$ cat config.mk
export PLATFORM = sky130hd
export DESIGN_NAME = rgb_backlight_dimmer
export DESIGN_NICKNAME = d
export VERILOG_FILES = /design/src/rtl/bl_dim_pkg.sv /design/src/rtl/bl_pace.sv /design/src/rtl/bl_level_bank.sv /design/src/rtl/bl_pwm_cmp.sv /design/src/rtl/rgb_backlight_dimmer.sv
export SDC_FILE = /design/constraint.sdc
export NUM_CORES = 1
export LEC_CHECK = 0
export ABC_AREA = 1
export BUFFER_PORTS_ARGS = -buffer_cell sky130_fd_sc_hd__buf_2
export CORE_MARGIN = 2
export CORE_UTILIZATION = 57
export DETAILED_ROUTE_END_ITERATION = 8
export HOLD_SLACK_MARGIN = 0.06
export PLACE_DENSITY = 0.79
export SYNTH_ARGS = -nofsm -noshare
export SYNTH_HDL_FRONTEND = slang
export SYNTH_SLANG_ARGS = --single-unit
$ cat constraint.sdc
create_clock -name clk -period 2 [get_ports clk]
set_input_delay 0.1 -clock clk [delete_from_list [all_inputs] [get_ports clk]]
set_output_delay 0.1 -clock clk [all_outputs]
set_load 0.01 [all_outputs]
$ cat src/rtl/bl_dim_pkg.sv
package bl_dim_pkg;

    localparam int unsigned CH_N   = 3;
    localparam int unsigned LVL_W  = 6;

    typedef enum logic [1:0] {
        CH_RED = 2'd0,
        CH_GRN = 2'd1,
        CH_BLU = 2'd2
    } ch_e;

    typedef logic [LVL_W-1:0] lvl_t;
    typedef lvl_t [CH_N-1:0]  lvl_vec_t;

    // pacing information shared between the counter and the level bank
    typedef struct packed {
        logic tick;   // clock-enable for the phase counter
        logic wrap;   // tick while phase is at its last value
    } pace_t;

    localparam lvl_t PHASE_LAST = {LVL_W{1'b1}};

    function automatic logic duty_on(input lvl_t phase, input lvl_t duty,
                                     input logic enable);
        return !enable || (phase < duty);
    endfunction

endpackage

$ cat src/rtl/bl_pace.sv
module bl_pace
    import bl_dim_pkg::*;
#(
    parameter int unsigned DIV_W = 8
) (
    input  logic             clk,
    input  logic             rst,
    input  logic [DIV_W-1:0] div_ratio,
    output lvl_t             phase,
    output pace_t            pace
);

    logic [DIV_W-1:0] div_cnt;

    always_comb begin
        pace.tick = (div_cnt >= div_ratio);
        pace.wrap = pace.tick && (phase == PHASE_LAST);
    end

    always_ff @(posedge clk) begin
        if (rst) begin
            div_cnt <= '0;
            phase   <= '0;
        end else if (pace.tick) begin
            div_cnt <= '0;
            phase   <= phase + 1'b1;
        end else begin
            div_cnt <= div_cnt + 1'b1;
        end
    end

    AST_PHASE_HOLD: assert property (@(posedge clk) disable iff (rst)
        !pace.tick |=> $stable(phase));
    AST_PHASE_STEP: assert property (@(posedge clk) disable iff (rst)
        pace.tick |=> (phase == lvl_t'($past(phase) + 1'b1)));

endmodule

$ cat src/rtl/bl_level_bank.sv
module bl_level_bank
    import bl_dim_pkg::*;
(
    input  logic     clk,
    input  logic     rst,
    input  logic     lvl_valid,
    input  lvl_vec_t lvl_in,
    input  logic     align_stb,
    input  pace_t    pace,
    output lvl_vec_t active
);

    lvl_vec_t staged;
    logic     pending;
    logic     commit;

    assign commit = pace.wrap && (pending || align_stb);

    always_ff @(posedge clk) begin
        if (rst) begin
            pending <= 1'b0;
        end else if (commit) begin
            pending <= 1'b0;
        end else if (align_stb) begin
            pending <= 1'b1;
        end
    end

    for (genvar c = 0; c < CH_N; c++) begin : g_ch
        always_ff @(posedge clk) begin
            if (rst) begin
                staged[c] <= '0;
                active[c] <= '0;
            end else begin
                if (lvl_valid) staged[c] <= lvl_in[c];
                if (commit)    active[c] <= staged[c];
            end
        end
    end

    AST_ACTIVE_HOLD: assert property (@(posedge clk) disable iff (rst)
        !pace.wrap |=> $stable(active));
    AST_COMMIT_LOAD: assert property (@(posedge clk) disable iff (rst)
        commit |=> (active == $past(staged)));
    AST_PEND_DROP: assert property (@(posedge clk) disable iff (rst)
        commit |=> !pending);
    AST_PEND_KEEP: assert property (@(posedge clk) disable iff (rst)
        (pending && !pace.wrap) |=> pending);

endmodule

$ cat src/rtl/bl_pwm_cmp.sv
module bl_pwm_cmp
    import bl_dim_pkg::*;
(
    input  logic clk,
    input  logic rst,
    input  logic scale_en,
    input  lvl_t phase,
    input  lvl_t duty,
    output logic pwm
);

    assign pwm = duty_on(phase, duty, scale_en);

    AST_ZERO_DARK: assert property (@(posedge clk) disable iff (rst)
        (scale_en && duty == '0) |-> !pwm);
    AST_LAST_DARK: assert property (@(posedge clk) disable iff (rst)
        (scale_en && phase == PHASE_LAST) |-> !pwm);

endmodule

$ cat src/rtl/rgb_backlight_dimmer.sv
module rgb_backlight_dimmer
    import bl_dim_pkg::*;
#(
    parameter int unsigned DIV_W = 8
) (
    input  logic             clk,
    input  logic             rst,
    input  logic             scale_en,
    input  logic             lvl_valid,
    input  logic [LVL_W-1:0] lvl_r,
    input  logic [LVL_W-1:0] lvl_g,
    input  logic [LVL_W-1:0] lvl_b,
    input  logic             align_stb,
    input  logic [DIV_W-1:0] div_ratio,
    output logic             pwm_r,
    output logic             pwm_g,
    output logic             pwm_b
);

    lvl_t               phase;
    pace_t              pace;
    lvl_vec_t           lvl_in;
    lvl_vec_t           active;
    logic [CH_N-1:0]    pwm_vec;

    always_comb begin
        lvl_in[CH_RED] = lvl_r;
        lvl_in[CH_GRN] = lvl_g;
        lvl_in[CH_BLU] = lvl_b;
    end

    bl_pace #(.DIV_W(DIV_W)) u_pace (
        .clk       (clk),
        .rst       (rst),
        .div_ratio (div_ratio),
        .phase     (phase),
        .pace      (pace)
    );

    bl_level_bank u_bank (
        .clk       (clk),
        .rst       (rst),
        .lvl_valid (lvl_valid),
        .lvl_in    (lvl_in),
        .align_stb (align_stb),
        .pace      (pace),
        .active    (active)
    );

    for (genvar c = 0; c < CH_N; c++) begin : g_cmp
        bl_pwm_cmp u_cmp (
            .clk      (clk),
            .rst      (rst),
            .scale_en (scale_en),
            .phase    (phase),
            .duty     (active[c]),
            .pwm      (pwm_vec[c])
        );
    end

    assign pwm_r = pwm_vec[CH_RED];
    assign pwm_g = pwm_vec[CH_GRN];
    assign pwm_b = pwm_vec[CH_BLU];

    AST_FULL_ON: assert property (@(posedge clk) disable iff (rst)
        !scale_en |-> (pwm_r && pwm_g && pwm_b));
    AST_SPLIT_LEVEL: assert property (@(posedge clk) disable iff (rst)
        (scale_en && pwm_r && !pwm_g) |-> (active[CH_RED] > active[CH_GRN]));

endmodule

==> results.ini <==
[synthesis]
ys_async_sr_fraction_pct=0
ys_seq_area_share_pct=37.80
yosysWarnings=0
syn-instance-count=371
synth_edf_count=0
synth_area_leaders=dfxtp_1 (38%), ha_1 (12%), inv_1 (10%)
synth_most_common_cell=inv_1
ys_top_cells_by_count=inv_1 (73), nand2_1 (66), dfxtp_1 (51)
yosys_most_used_dff=dfxtp_1
syn_area_per_cell_sq_um=7.281
synth_seq_cells=51
ys_types=28
yosysTopAreaCell=dfxtp_1
yosysTopAreaCellShare_pct=37.80
syn_area_sq_mm=0.002701
synthesis.nets=427

[detailed_routing]
routed_wl_um=5284
dr.pass1.iters=4
vias=2309
ant_nets=0
drc=0
drt-wirelength-per-cell_um=11.51
dr.first_iter.drc_count=153
viasPerCell=5.031

[cells_and_area]
fin_util_pct=64.32
syn_to_final_growth_pct=10.98
fin_nets=460
nFillCells=398
n_antenna_cell=0
drive_gt1_share_pct=13.58

[sta]
hold_violations=0
rsz0062_at_grt=no
tightestPinTransition_ns=0.7281
period_needed_ns=1.755
timing.final.crit_share_pct=87.77
setup_viol=0
fin_ws_ns=0.2447
clock_skew_ns=0.006418
slew_violations=0
tns_ns=0
fmax_mhz=569.7
slew_headroom_pct=51.16
fin_hold_ws_ns=0.07395

[worst_setup_path]
path_class=reg -> out
critPathTopFamily=flip-flops
cp.depth=6
setup.worst_path.end_class=output port
rrSetupSlack_ns=0.26
setup.worst_path.start=u_pace.phase[1]$_SDFFE_PP0P_
crit_required_ns=1.90
rr_startpoint=u_pace.div_cnt[5]$_SDFF_PP0_
reg2reg_depth=6
worstPathArrival_ns=1.66
max_stage_delay_ns=0.45
cp_cell_sequence=ha_1 > a21boi_0 > o21ai_0 > o211ai_1 > nand2_1 > buf_2
critPathLaunchType=flip-flop
cp.buffers_inverters=1
r2r-end=u_pace.div_cnt[3]$_SDFF_PP0_
crit_end=pwm_r
worstPathMaxFanout=6
slowest_stage=dfxtp_1

[die]
die_w_um=72.84
io_pins=34
design.die.area_sq_mm=0.005306
row_count=25
core_area_sq_mm=0.004661
fp.dieH_um=72.84
start_util_pct=57.96

[clock_tree]
max-clock-path-buffers=2
htreeDepth=2
clk_pin_slew_worst_paths_ns=0.09
cts_made_buffers=5
clock_sinks=51
cts_hold_buffers=2
clock_latency_ns=0.30
clockRootBuffer=clkbuf_8
cts_tree=yes
postCtsSetupRepairBufs=0
ctsResizeCount=0

[pwr]
leakage_uw=0.001461
peakVddDrop_uv=506.5
finalPower_uw=1818
power.density_mw_per_mm2=606.6

[grt]
overflow=0
grt_max_degree=40
grt_pass1_wl_um=9280
antenna_found_initial=0
grt_pass1_vias=2091
track_usage_pct=22.07

[status]
status=completed

[placed_design]
hpwl_um=3811
io_buffers=33
gp_congestion=0.8228
post-place-ws_ns=0.2827

[flow_run]
maxCapViolations=0

[worst_hold_path]
hp-class=in -> reg

logic make-up (layout without fill, tap and decap cells):
family | count (synthesis) | count (layout) | synth area share (%)
buf+inv | 89 | 123 | 13.34
xor+xnor | 3 | 3 | 0.9729
simple gates | 139 | 139 | 23.81
fa+ha+maj | 25 | 25 | 11.58
compound gates | 64 | 64 | 12.51
flops | 51 | 51 | 37.80
flip-flops by register name, summed over array words and instances (netlist names):
name,cells
u_bank.staged,18
u_bank.pending,1
u_bank.active,18
u_pace.div_cnt,8
u_pace.phase,6
metrics by stage:
stage / instances / area, sq um
after global routing: 459 / 2998
after CTS: 459 / 2998
after global placement: 449 / 2889
final: 459 / 2998
after detailed placement: 449 / 2889
after floorplan: 371 / 2701
worst min path at each step:
stage	to	slack, ns	startpoint	cells past startpoint
finish	u_bank.staged[3]$_SDFFE_PP0P_	0.07	lvl_r[3]	3
CTS	u_bank.staged[7]$_SDFFE_PP0P_	0.08	lvl_g[1]	3
global route	u_bank.staged[12]$_SDFFE_PP0P_	0.08	lvl_b[0]	3
detailed placement	u_pace.phase[5]$_SDFFE_PP0P_	0.28	rst	2
global placement	u_pace.phase[5]$_SDFFE_PP0P_	0.28	rst	2
floorplan	u_pace.phase[5]$_SDFFE_PP0P_	0.17	rst	1
worst min-delay path, stage by stage:
cell and delay, ns:
buf_2 0.07, o21ai_0 0.07, a21oi_1 0.10
cell usage in the layout, fill, tap and decap left out, types with 3 or more instances in the layout:
master,instances
buf_4,4
xor2_1,3
clkbuf_8,5
o21ai_0,24
ha_1,25
nand2_1,66
dfxtp_1,51
nor2_1,36
nand3_1,4
o211ai_1,3
a21boi_0,3
nor3b_1,3
a21oi_1,33
nand4_1,21
buf_2,33
inv_1,73
layer usage:
layer | vias to the layer above | wire length (um) | GRT usage [%]
met2 | 59 | 2317 | 34.34
met3 | 8 | 200 | 3.867
met1 | 1001 | 2690 | 31.52
met5 | - | 0 | 0
met4 | 0 | 76 | 6.173
li1 | 1241 | - | -
report_power, final:
group	internal (uW)	switching [uW]	leakage [uW]	total (uW)
clock	244	343	0.0000402	587
combinational	68.1	103	0.00100	171
sequential	1050	12.7	0.000416	1060
final cells by class:
cell class / count / area (sq um) / area share (%)
Clock inverter: 3 / 20.02 / 0.6678
Tap cell: 54 / 67.56 / 2.254
Multi-Input combinational cell: 231 / 1320 / 44.03
Timing Repair Buffer: 39 / 215.2 / 7.179
Sequential cell: 51 / 1021 / 34.06
Inverter: 76 / 285.3 / 9.516
Clock buffer: 5 / 68.82 / 2.295
No activity file was read; power rests on OpenSTA's default activity.
